**config.mk**
```make
export PLATFORM = sky130hd
export DESIGN_NAME = layer_fetch_agen
export DESIGN_NICKNAME = d
export VERILOG_FILES = /design/src/rtl/agen_pkg.sv /design/src/rtl/agen_cfg.sv /design/src/rtl/agen_line.sv /design/src/rtl/agen_word.sv /design/src/rtl/layer_fetch_agen.sv
export SDC_FILE = /design/constraint.sdc
export NUM_CORES = 1
export LEC_CHECK = 0
export ABC_CLOCK_PERIOD_IN_PS = 10100
export BUFFER_PORTS_ARGS = -buffer_cell sky130_fd_sc_hd__clkbuf_2
export CORE_MARGIN = 3
export CORE_UTILIZATION = 41
export DETAILED_ROUTE_END_ITERATION = 6
export MAX_ROUTING_LAYER = met4
export SKIP_LAST_GASP = 1
export SLEW_MARGIN = 30
export SYNTH_ARGS = -nofsm -noshare
export SYNTH_HDL_FRONTEND = slang
export SYNTH_SLANG_ARGS = --single-unit
```
**constraint.sdc**
```tcl
create_clock -name clk -period 10.1 [get_ports clk]
set_input_delay 1.515 -clock clk [delete_from_list [all_inputs] [get_ports clk]]
set_output_delay 1.515 -clock clk [all_outputs]
set_load 0.02 [all_outputs]
```
**src/rtl/agen_pkg.sv**
```systemverilog
package agen_pkg;
  localparam int MODE_W       = 32;
  localparam int LINES_LSB    = 0;
  localparam int LINES_W      = 16;
  localparam int STRIDE_LSB   = 16;
  localparam int STRIDE_W     = 15;
  localparam int ENABLE_BIT   = 31;
  localparam int STRIDE_SHIFT = 6;   // stride unit is 64 bytes
  localparam int WORD_SHIFT   = 2;   // one 32-bit word holds two pixels

  typedef struct packed {
    logic                layer_on;
    logic [STRIDE_W-1:0] stride_units;
    logic [LINES_W-1:0]  last_line;
  } mode_t;
endpackage

```
**src/rtl/agen_cfg.sv**
```systemverilog
module agen_cfg
  import agen_pkg::*;
#(
  parameter int ADDR_W = 32,
  parameter int DIM_W  = 16
) (
  input  logic [MODE_W-1:0]  mode_word,
  input  logic [1:0]         out_en,
  input  logic [DIM_W-1:0]   win_width,
  input  logic [DIM_W-1:0]   win_x,
  input  logic [DIM_W-1:0]   win_y,
  output logic               en,
  output logic [LINES_W-1:0] last_line,
  output logic [ADDR_W-1:0]  stride_bytes,
  output logic [DIM_W-1:0]   words,
  output logic [ADDR_W-1:0]  origin_off
);
  mode_t           m;
  logic [DIM_W:0]  width_plus;

  assign m            = mode_t'(mode_word);
  assign en           = m.layer_on && (out_en == 2'b11);
  assign last_line    = m.last_line;
  assign stride_bytes = ADDR_W'(m.stride_units) << STRIDE_SHIFT;
  assign width_plus   = {1'b0, win_width} + {{DIM_W{1'b0}}, 1'b1};
  assign words        = width_plus[DIM_W:1];
  assign origin_off   = (ADDR_W'(win_y) * stride_bytes)
                      + (ADDR_W'(win_x[DIM_W-1:1]) << WORD_SHIFT);
endmodule

```
**src/rtl/agen_line.sv**
```systemverilog
module agen_line
  import agen_pkg::*;
#(
  parameter int ADDR_W = 32
) (
  input  logic               clk,
  input  logic               rst_n,
  input  logic               en,
  input  logic               accept,
  input  logic               word_done,
  input  logic               buf_sel,
  input  logic [ADDR_W-1:0]  buf0_base,
  input  logic [ADDR_W-1:0]  buf1_base,
  input  logic [LINES_W-1:0] last_line,
  input  logic [ADDR_W-1:0]  stride_bytes,
  input  logic [ADDR_W-1:0]  origin_off,
  output logic [ADDR_W-1:0]  line_addr,
  output logic               frame_end
);
  logic [LINES_W-1:0] line_idx;
  logic               act_sel;
  logic [ADDR_W-1:0]  base_raw;
  logic [ADDR_W-1:0]  first_addr;

  assign base_raw   = act_sel ? buf1_base : buf0_base;
  assign first_addr = {base_raw[ADDR_W-1:WORD_SHIFT], {WORD_SHIFT{1'b0}}} + origin_off;

  always_ff @(posedge clk or negedge rst_n) begin
    if (!rst_n) begin
      line_idx  <= '0;
      line_addr <= '0;
      frame_end <= 1'b0;
      act_sel   <= 1'b0;
    end else begin
      frame_end <= 1'b0;
      if (!en) begin
        line_idx <= '0;
      end else begin
        if (accept)
          line_addr <= (line_idx == '0) ? first_addr : line_addr + stride_bytes;
        if (word_done) begin
          if (line_idx == last_line) begin
            line_idx  <= '0;
            frame_end <= 1'b1;
            act_sel   <= buf_sel;
          end else begin
            line_idx <= line_idx + 1'b1;
          end
        end
      end
    end
  end

  p_fend_after_take_r7: assert property (@(posedge clk) disable iff (!rst_n)
    frame_end |-> $past(word_done));
  p_fend_single_r7: assert property (@(posedge clk) disable iff (!rst_n)
    frame_end |=> !frame_end);
endmodule

```
**src/rtl/agen_word.sv**
```systemverilog
module agen_word
  import agen_pkg::*;
#(
  parameter int ADDR_W = 32,
  parameter int DIM_W  = 16
) (
  input  logic              clk,
  input  logic              rst_n,
  input  logic              en,
  input  logic              accept,
  input  logic [DIM_W-1:0]  words,
  input  logic [ADDR_W-1:0] line_addr,
  input  logic              rd_ready,
  output logic              rd_valid,
  output logic [ADDR_W-1:0] rd_addr,
  output logic              busy,
  output logic              word_done
);
  logic [DIM_W-1:0] idx;
  logic             last_word;

  assign last_word = (idx == words - DIM_W'(1));
  assign rd_valid  = busy && en;
  assign rd_addr   = line_addr + (ADDR_W'(idx) << WORD_SHIFT);
  assign word_done = rd_valid && rd_ready && last_word;

  always_ff @(posedge clk or negedge rst_n) begin
    if (!rst_n) begin
      busy <= 1'b0;
      idx  <= '0;
    end else if (!en) begin
      busy <= 1'b0;
    end else if (accept) begin
      busy <= 1'b1;
      idx  <= '0;
    end else if (busy && rd_ready) begin
      if (last_word) busy <= 1'b0;
      else           idx  <= idx + 1'b1;
    end
  end

  p_hold_r8: assert property (@(posedge clk) disable iff (!rst_n)
    (rd_valid && !rd_ready) |=> ((rd_valid && $stable(rd_addr)) || !en));
  p_align_r10: assert property (@(posedge clk) disable iff (!rst_n)
    rd_valid |-> (rd_addr[1:0] == 2'b00));
endmodule

```
**src/rtl/layer_fetch_agen.sv**
```systemverilog
module layer_fetch_agen
  import agen_pkg::*;
#(
  parameter int ADDR_W = 32,
  parameter int DIM_W  = 16
) (
  input  logic              clk,
  input  logic              rst_n,
  input  logic              line_start,
  input  logic [31:0]       mode_word,
  input  logic [1:0]        out_en,
  input  logic              buf_sel,
  input  logic [ADDR_W-1:0] buf0_base,
  input  logic [ADDR_W-1:0] buf1_base,
  input  logic [DIM_W-1:0]  win_width,
  input  logic [DIM_W-1:0]  win_x,
  input  logic [DIM_W-1:0]  win_y,
  input  logic              rd_ready,
  output logic              rd_valid,
  output logic [ADDR_W-1:0] rd_addr,
  output logic              frame_end
);
  logic               en;
  logic [LINES_W-1:0] last_line;
  logic [ADDR_W-1:0]  stride_bytes;
  logic [DIM_W-1:0]   words;
  logic [ADDR_W-1:0]  origin_off;
  logic [ADDR_W-1:0]  line_addr;
  logic               busy;
  logic               word_done;
  logic               accept;

  assign accept = line_start && !busy && en && (words != '0);

  agen_cfg #(.ADDR_W(ADDR_W), .DIM_W(DIM_W)) u_cfg (
    .mode_word(mode_word), .out_en(out_en), .win_width(win_width),
    .win_x(win_x), .win_y(win_y), .en(en), .last_line(last_line),
    .stride_bytes(stride_bytes), .words(words), .origin_off(origin_off));

  agen_line #(.ADDR_W(ADDR_W)) u_line (
    .clk(clk), .rst_n(rst_n), .en(en), .accept(accept), .word_done(word_done),
    .buf_sel(buf_sel), .buf0_base(buf0_base), .buf1_base(buf1_base),
    .last_line(last_line), .stride_bytes(stride_bytes), .origin_off(origin_off),
    .line_addr(line_addr), .frame_end(frame_end));

  agen_word #(.ADDR_W(ADDR_W), .DIM_W(DIM_W)) u_word (
    .clk(clk), .rst_n(rst_n), .en(en), .accept(accept), .words(words),
    .line_addr(line_addr), .rd_ready(rd_ready), .rd_valid(rd_valid),
    .rd_addr(rd_addr), .busy(busy), .word_done(word_done));

  p_start_after_strobe_r2: assert property (@(posedge clk) disable iff (!rst_n)
    $rose(rd_valid) |-> $past(line_start));
endmodule

```
==> results of run 1 <==
## path summary, 6_finish.rpt
kind                                                 start  depth (start not counted)                               end  slack [ns]
setup / recovery                             mode_word[21]                         30  u_line.line_addr[31]$_DFFE_PN0P_        0.72
hold reg to reg            u_line.line_addr[2]$_DFFE_PN0P_                          2   u_line.line_addr[2]$_DFFE_PN0P_        0.52
min in group asynchronous                            rst_n                          2    u_line.line_idx[3]$_DFFE_PN0P_        1.19
hold / removal             u_line.line_addr[2]$_DFFE_PN0P_                          2   u_line.line_addr[2]$_DFFE_PN0P_        0.52
setup reg to reg                u_line.act_sel$_DFFE_PN0P_                         15  u_line.line_addr[27]$_DFFE_PN0P_        5.23
max in group asynchronous                            rst_n                          3   u_line.line_addr[4]$_DFFE_PN0P_        8.36
## final cells by class
cell class                      count  area, sq um
Clock buffer                       11          243
Inverter                          267         1000
Timing Repair Buffer              200         1070
Sequential cell                    65         1630
Multi-Input combinational cell   1488        13000
Tap cell                          511          639
Fill cell                        3755        20300
Clock inverter                      5         55.1
## placed cells by master (no fill, tap or decap), types with 12 or more instances in the layout
cell type / Yosys / final
inv_1: 267 / 267
nand2_1: 191 / 191
fa_1: 186 / 186
clkbuf_2: 1 / 176
and2_1: 155 / 155
ha_1: 151 / 151
xnor2_1: 92 / 92
o21ai_0: 82 / 82
nor2_1: 73 / 73
a21oi_1: 66 / 66
dfrtp_1: 65 / 64
xor2_1: 52 / 52
nand3_1: 39 / 39
a21o_1: 32 / 32
nor3_1: 27 / 27
o211ai_1: 26 / 26
mux2_2: 23 / 23
and3_1: 22 / 22
mux2i_1: 22 / 22
buf_4: 3 / 22
or3_1: 19 / 19
nand2b_1: 17 / 17
o21a_1: 16 / 16
nand4_1: 16 / 16
nor2b_1: 15 / 15
a211oi_1: 12 / 12
## cell families after synthesis
| kind of cell | after synthesis |
|---|---|
| other | 1 |
| AOI/OAI and AO/OA | 327 |
| buffers and inverters | 340 |
| adders and majority gates | 337 |
| DFF | 65 |
| xor gates and xnor gates | 144 |
| muxes | 45 |
| and+or+nand+nor | 633 |
## registers in the layout, indices dropped and copies added (netlist names)
| signal | count |
|---|---|
| u_line.line_addr | 30 |
| u_word.busy | 1 |
| u_line.frame_end | 1 |
| u_line.act_sel | 1 |
| u_line.line_idx | 16 |
| u_word.idx | 16 |
## worst max-delay path: cells and delay by family
| family | cells | cell delay [ns] |
|---|---|---|
| AND/OR/NAND/NOR | 3 | 0.49 |
| XOR/XNOR | 3 | 0.49 |
| adder cells (fa/ha/maj) | 9 | 4.08 |
| buffers and inverters | 5 | 0.38 |
| AO/OA/AOI/OAI | 10 | 2.61 |
## layer usage
layer,up-vias,GRT usage,share of wire,wire (microns)
li1,6569,-,-,-
met1,6718,0.321,0.48,20900
met2,363,0.344,0.45,19700
met3,54,0.0189,0.049,2130
met4,0,0.0492,0.023,985
met5,-,-,0,0
## through the flow
| stage | cells | hold slack [ns] | setup WS (ns) | area, sq um | util |
|---|---|---|---|---|---|
| 3_5_place_dp | 2530 | 0.495 | 0.338 | 17300 | 0.456 |
| 4_1_cts | 2546 | 0.516 | 0.655 | 17600 | 0.464 |
| 6_report | 2547 | 0.519 | 0.720 | 17600 | 0.465 |
| 5_1_grt | 2547 | 0.550 | 0.140 | 17600 | 0.465 |
| 3_3_place_gp | 2530 | 0.473 | 0.333 | 17300 | 0.456 |
| 2_1_floorplan | 1893 | 0.452 | 1.38 | 15900 | - |
==> reports/metrics.yaml, run 1 <==
clock_network:
  cts_tree: "yes"
  cts_sinks: 65
  cts.htree.levels: 3
  ctsHoldBuffers: 0
  post_cts_buffers: 0
  cts_made_buffers: 9
  clk_path_buf_depth: 2
  cts-root-buf: "clkbuf_16"
  post_cts_resized: 0
  clk_latency_ns: 0.34
  clk_pin_slew_ns: 0.06
setup_path:
  critPathCaptureType: "register"
  crit_type: "primary input to register"
  crit_arrival_ns: 9.58
  start_kind: "primary input"
  critPathMaxFanout: 8
  crit_top_cell: "fa_1"
  critPathSlowestCell: "fa_1"
  required_ns: 10.30
  cpPeakStageDelay_ns: 0.55
sta:
  period_needed_ns: 9.38
  rsz0062_at_grt: "false"
  finClkSkew_ns: 0.00898
  finalSetupViolations: 0
  slew_viol_final: 0
  max_slew_margin: 0.349
  timing.final.crit_share: 0.929
  hold_viol_final: 0
  max_freq_mhz: 107
  tightest_slew_ns: 0.976
  setup_tns_ns: 0
synthesis:
  ys_seq_elements: 65
  synth.top_cells.by_area: "fa_1 (23%), ha_1 (12%), dfrtp_1 (10%)"
  synth_top_cell_area_share: 0.234
  synth_fa_ha_area_frac: 0.353
  yosysSeqAreaShare: 0.102
  synth_compound_gate_area_share: 0.142
  ys_warn_count: 0
  synth_edf_count: 0
  synth_xor_xnor_area_share: 0.0793
  syn_area_per_cell_sq_um: 8.41
  syn_inst: 1892
  ys_top_cells_by_count: "inv_1 (267), nand2_1 (191), fa_1 (186), and2_1 (155), ha_1 (151)"
  synth_flop_cell: "dfrtp_1"
  synth.most_common_cell: "inv_1"
  synth_cell_type_count: 82
  synthArstFlopShare: 1.00
  muxShareOfSynthArea: 0.0301
  synth_top_cell_by_area: "fa_1"
  synth_top_family_by_area: "adder cells"
  synth_simple_gate_area_share: 0.211
  syn_area_sq_um: 15900
floorplan:
  design.core.area_sq_um: 37900
  start_util: 0.419
  die_h_microns: 203
  rows: 71
  die_w_microns: 203
  die_area_sq_um: 41200
  top_level_ports: 185
placed_design:
  portBuffers: 177
  hpwl_mm: 35.8
  gp_congestion: 0.902
grt:
  grt_pass1_vias: 13700
  grt_max_degree: 66
  overflow: 0
  grt_pass1_wl_mm: 72.6
  grt_use_total: 0.223
  antenna_found_initial: 0
route:
  drc: 0
  drtAntennaViolNets: 0
  vias_per_cell: 5.38
  vias: 13700
  wl_per_cell_microns: 17.2
  drtPass1Iterations: 5
  drt-initial-drc-count: 974
  totalWireLength_mm: 43.7
final_layout:
  diodes: 0
  nets: 2519
  area_delta_synth_final_pct: 10.8
  drive_gt1_frac: 0.139
run:
  maxCapViolCount: 0
hold_path:
  hold_class: "register to register"
outcome:
  outcome: "complete, no violations"
Power of run 1 is not shown: default switching activity piles up to over one toggle a cycle in this logic, so the estimate is an artifact.
==> run 2: changes to the inputs <==
Settings changed: ABC_CLOCK_PERIOD_IN_PS 10100 to 11000.
Clock period 10.1 ns to 11 ns, I/O delays scaled along.
==> reports/metrics.yaml, run 2 (same netlist as run 1, synthesis figures left out) <==
outcome:
  outcome: "complete, no violations"  # unchanged
setup_path:
  critPathSlowestCell: "fa_1"  # unchanged
  required_ns: 11.20  # was 10.30 ns
  critPathCaptureType: "register"  # unchanged
  crit_type: "primary input to register"  # unchanged
  crit_top_cell: "fa_1"  # unchanged
  startpoint: "mode_word[21]"  # unchanged
  crit_end: "u_line.line_addr[31]$_DFFE_PN0P_"  # unchanged
  critPathMaxFanout: 17  # was 8
  worstRegToRegCells: 13  # was 15
  cpPeakStageDelay_ns: 0.57  # was 0.55 ns
  start_kind: "primary input"  # unchanged
  ff2ff_setup_slack_ns: 6.15  # was 5.23 ns
  r2r-end: "u_line.line_addr[24]$_DFFE_PN0P_"  # was u_line.line_addr[27]$_DFFE_PN0P_
  rr_startpoint: "u_line.act_sel$_DFFE_PN0P_"  # unchanged
  crit_arrival_ns: 9.89  # was 9.58 ns
grt:
  overflow: 0  # unchanged
  grt_pass1_vias: 13900  # was 13700
  grt_max_degree: 66  # unchanged
  grt_use_total: 0.220  # was 0.223
  antenna_found_initial: 0  # unchanged
  grt_pass1_wl_mm: 72.2  # was 72.6 mm
final_layout:
  drive_gt1_frac: 0.131  # was 0.139
  largestRegisters: "u_line.line_addr: 30 flops, u_line.line_idx: 16 flops, u_word.idx: 16 flops"  # unchanged
  diodes: 0  # unchanged
  final_cell_mix: "inv_1 (267), nand2_1 (191), fa_1 (186)"  # unchanged
  num-fill-cells: 3808  # was 3755
  area_delta_synth_final_pct: 10.1  # was 10.8%
  final_common_cell: "inv_1"  # unchanged
  nets: 2502  # was 2519
  multi_input_area_sq_um: 13000  # unchanged
  largest_reg_flops: 30  # unchanged
  seqCellArea_sq_um: 1630  # unchanged
  top_register: "u_line.line_addr"  # unchanged
sta:
  max_freq_mhz: 103
  rsz0062_at_grt: "false"  # unchanged
  slew_viol_final: 0  # unchanged
  period_needed_ns: 9.68
  setup_tns_ns: 0  # unchanged
  finClkSkew_ns: 0.0104  # was 0.00898 ns
  finalSetupViolations: 0  # unchanged
  max_slew_margin: 0.362  # was 0.349
  hold_viol_final: 0  # unchanged
  timing.final.crit_share: 0.880
  tightest_slew_ns: 0.957  # was 0.976 ns
clock_network:
  cts_tree: "yes"  # unchanged
  clk_pin_slew_ns: 0.06  # about the same
  ctsHoldBuffers: 0  # unchanged
  post_cts_buffers: 0  # unchanged
  cts_made_buffers: 9  # unchanged
  cts.htree.levels: 3  # unchanged
  clk_path_buf_depth: 2  # unchanged
  post_cts_resized: 0  # unchanged
  clk_latency_ns: 0.34  # about the same
  cts-root-buf: "clkbuf_16"  # unchanged
  cts_sinks: 65  # unchanged
floorplan:
  die_h_microns: 203  # unchanged
  die_w_microns: 203  # unchanged
  rows: 71  # unchanged
  die_area_sq_um: 41200  # unchanged
  top_level_ports: 185  # unchanged
  design.core.area_sq_um: 37900  # unchanged
  start_util: 0.419  # unchanged
route:
  totalWireLength_mm: 43.3  # was 43.7 mm
  drc: 0  # unchanged
  drt-initial-drc-count: 779  # was 974
  wl_per_cell_microns: 17.1  # was 17.2 microns
  vias_per_cell: 5.41  # was 5.38
  drtPass1Iterations: 5  # unchanged
  vias: 13700  # about the same
  drtAntennaViolNets: 0  # unchanged
hold_path:
  hold_class: "register to register"  # unchanged
  whs_path_depth: 2  # unchanged
placed_design:
  gp_congestion: 0.896  # was 0.902
  portBuffers: 177  # unchanged
  hpwl_mm: 35.1  # was 35.8 mm
run:
  maxCapViolCount: 0  # unchanged
==> run 2: critical path: cells and delay by family <==
family	cells	cell delay, ns
and+or+nand+nor	2	0.36
buffers and inverters	5	0.46
xor gates and xnor gates	3	0.50
AOI/OAI and AO/OA	11	2.82
adders and majority gates	9	4.10
==> run 2: cell type report <==
cell class	count	area share
multi-input cells	1488	0.741
flip-flops and latches	65	0.0929
inverters	267	0.0572
repair buffers	183	0.0534
well taps	511	0.0365
clock buffers	11	0.0144
clock inverters	4	0.00436
==> run 2: how the worst min path moves through the flow <==
stage                                                  to  slack (ns)                             from
after global routing      u_line.line_addr[5]$_DFFE_PN0P_        0.53  u_line.line_addr[5]$_DFFE_PN0P_
after detailed placement  u_line.line_addr[5]$_DFFE_PN0P_        0.49  u_line.line_addr[5]$_DFFE_PN0P_
after CTS                 u_line.line_addr[5]$_DFFE_PN0P_        0.50  u_line.line_addr[5]$_DFFE_PN0P_
after floorplan           u_line.line_addr[2]$_DFFE_PN0P_        0.45  u_line.line_addr[2]$_DFFE_PN0P_
final                     u_line.line_addr[5]$_DFFE_PN0P_        0.50  u_line.line_addr[5]$_DFFE_PN0P_
after global placement    u_line.line_addr[5]$_DFFE_PN0P_        0.49  u_line.line_addr[5]$_DFFE_PN0P_
==> run 2: stage by stage <==
step / cells / area, sq um / setup slack [ns] / hold WS [ns] / utilization
finish: 2529 / 17500 / 1.32 / 0.504 / 0.462
detailed placement: 2514 / 17200 / 0.972 / 0.487 / 0.453
CTS: 2529 / 17500 / 1.31 / 0.502 / 0.462
global placement: 2514 / 17200 / 1.03 / 0.486 / 0.453
floorplan: 1893 / 15900 / 2.15 / 0.452 / -
global route: 2529 / 17500 / 0.792 / 0.531 / 0.462
==> run 2: routing by layer <==
metal,wire (microns),global-route usage
met5,0,-
met2,19500,0.338
met3,2210,0.0239
met1,20500,0.314
met4,1040,0.0535
Power of run 2 is left out for the same reason.
==> run 3: changes to the inputs <==
Settings changed: ABC_CLOCK_PERIOD_IN_PS 11000 to 9600, SETUP_SLACK_MARGIN from default to 0.2.
Clock period 11 ns to 9.6 ns, I/O delays scaled along.
==> reports/metrics.yaml, run 3 (same netlist as run 1, synthesis figures left out) <==
setup_path:
  cpPeakStageDelay_ns: 0.56  # was 0.57 ns
  critPathSlowestCell: "fa_1"  # unchanged
  crit_top_cell: "fa_1"  # unchanged
  crit_arrival_ns: 9.12  # was 9.89 ns
  required_ns: 9.80  # was 11.20 ns
  critPathCaptureType: "register"  # unchanged
  r2r-end: "u_line.line_addr[28]$_DFFE_PN0P_"  # was u_line.line_addr[24]$_DFFE_PN0P_
  worstRegToRegCells: 13  # unchanged
  crit_type: "primary input to register"  # unchanged
  rr_startpoint: "u_line.act_sel$_DFFE_PN0P_"  # unchanged
  ff2ff_setup_slack_ns: 4.72  # was 6.15 ns
  critPathMaxFanout: 9  # was 17
  start_kind: "primary input"  # unchanged
floorplan:
  rows: 71  # unchanged
  die_h_microns: 203  # unchanged
  start_util: 0.419  # unchanged
  design.core.area_sq_um: 37900  # unchanged
  die_w_microns: 203  # unchanged
  die_area_sq_um: 41200  # unchanged
  top_level_ports: 185  # unchanged
sta:
  slew_viol_final: 0  # unchanged
  finalSetupViolations: 0  # unchanged
  timing.final.crit_share: 0.929
  setup_tns_ns: 0  # unchanged
  tightest_slew_ns: 0.984  # was 0.957 ns
  max_slew_margin: 0.344  # was 0.362
  rsz0062_at_grt: "false"  # unchanged
  max_freq_mhz: 112
  period_needed_ns: 8.92
  hold_viol_final: 0  # unchanged
  finClkSkew_ns: 0.00726  # was 0.0104 ns
clock_network:
  cts_sinks: 65  # unchanged
  cts-root-buf: "clkbuf_16"  # unchanged
  cts.htree.levels: 3  # unchanged
  clk_pin_slew_ns: 0.05  # was 0.06 ns
  clk_path_buf_depth: 2  # unchanged
  ctsHoldBuffers: 0  # unchanged
  clk_latency_ns: 0.33  # was 0.34 ns
  cts_tree: "yes"  # unchanged
  cts_made_buffers: 9  # unchanged
  post_cts_buffers: 0  # unchanged
  post_cts_resized: 0  # unchanged
final_layout:
  drive_gt1_frac: 0.142  # was 0.131
  final_cell_count_no_fill: 2553  # was 2529
  nets: 2524  # was 2502
  area_delta_synth_final_pct: 11.2  # was 10.1%
  largestRegisters: "u_line.line_addr: 30 flops, u_line.line_idx: 16 flops, u_word.idx: 16 flops"  # unchanged
  final_cell_mix: "inv_1 (267), nand2_1 (191), fa_1 (186)"  # unchanged
  top_register: "u_line.line_addr"  # unchanged
  num-fill-cells: 3754  # was 3808
  largest_reg_flops: 30  # unchanged
  final_common_cell: "inv_1"  # unchanged
grt:
  grt_use_total: 0.219  # was 0.220
  grt_pass1_wl_mm: 71.5  # was 72.2 mm
  grt_max_degree: 66  # unchanged
  grt_pass1_vias: 13700  # was 13900
  overflow: 0  # unchanged
  antenna_found_initial: 0  # unchanged
hold_path:
  whs_path_depth: 2  # unchanged
  holdPathEnd: "u_line.line_addr[2]$_DFFE_PN0P_"  # was u_line.line_addr[5]$_DFFE_PN0P_
  min_from: "u_line.line_addr[2]$_DFFE_PN0P_"  # was u_line.line_addr[5]$_DFFE_PN0P_
  hold_class: "register to register"  # unchanged
route:
  wl_per_cell_microns: 17.0  # was 17.1 microns
  drtPass1Iterations: 5  # unchanged
  vias_per_cell: 5.34  # was 5.41
  totalWireLength_mm: 43.4  # was 43.3 mm
  drc: 0  # unchanged
  drt-initial-drc-count: 884  # was 779
  drtAntennaViolNets: 0  # unchanged
  vias: 13600  # was 13700
placed_design:
  place_inst: 2536  # was 2514
  gp_congestion: 0.915  # was 0.896
  portBuffers: 177  # unchanged
  hpwl_mm: 35.5  # was 35.1 mm
run:
  maxCapViolCount: 0  # unchanged
outcome:
  outcome: "complete, no violations"  # unchanged
==> run 3: layout make-up <==
type / count / area, sq um / share of cell area
antenna: 1 / 2.50 / 0.000141
clock buffer: 9 / 225 / 0.0127
clock inverter: 7 / 95.1 / 0.00538
inverter: 267 / 1000 / 0.0567
multi-input combinational: 1488 / 13000 / 0.735
sequential: 65 / 1630 / 0.0920
tap: 511 / 639 / 0.0362
timing repair buffer: 205 / 1100 / 0.0622
==> run 3: critical path: cells and delay by family <==
kind / cells / cell delay (ns)
adders and majority gates: 9 / 4.15
AOI/OAI and AO/OA: 9 / 1.86
and+or+nand+nor: 4 / 0.70
xor gates and xnor gates: 3 / 0.55
buffers and inverters: 5 / 0.39
==> run 3: layer usage <==
layer	vias up	share of wire	global-route usage
met5	-	0	-
met4	0	0.023	0.0517
met3	49	0.049	0.0172
met2	369	0.45	0.336
met1	6643	0.48	0.317
li1	6584	-	-
==> run 3: worst max path at each step <==
| stage | start | endpoint | depth (start not counted) |
|---|---|---|---|
| 6_report | mode_word[21] | u_line.line_addr[31]$_DFFE_PN0P_ | 30 |
| 5_1_grt | win_y[3] | u_line.line_addr[31]$_DFFE_PN0P_ | 30 |
| 4_1_cts | mode_word[21] | u_line.line_addr[31]$_DFFE_PN0P_ | 30 |
| 3_5_place_dp | mode_word[21] | u_line.line_addr[31]$_DFFE_PN0P_ | 30 |
| 3_3_place_gp | mode_word[21] | u_line.line_addr[31]$_DFFE_PN0P_ | 30 |
| 2_1_floorplan | win_y[7] | u_line.line_addr[31]$_DFFE_PN0P_ | 30 |
==> run 3: metrics by stage <==
step / setup slack [ns] / cell area, sq um / hold WS, ns / utilization
3_3_place_gp: 0.145 / 17300 / 0.472 / 0.457
6_report: 0.677 / 17700 / 0.493 / 0.466
4_1_cts: 0.383 / 17700 / 0.495 / 0.466
3_5_place_dp: 0.0609 / 17300 / 0.482 / 0.457
5_1_grt: 0.217 / 17700 / 0.538 / 0.466
2_1_floorplan: 0.958 / 15900 / 0.452 / -
Power of run 3 is left out for the same reason.
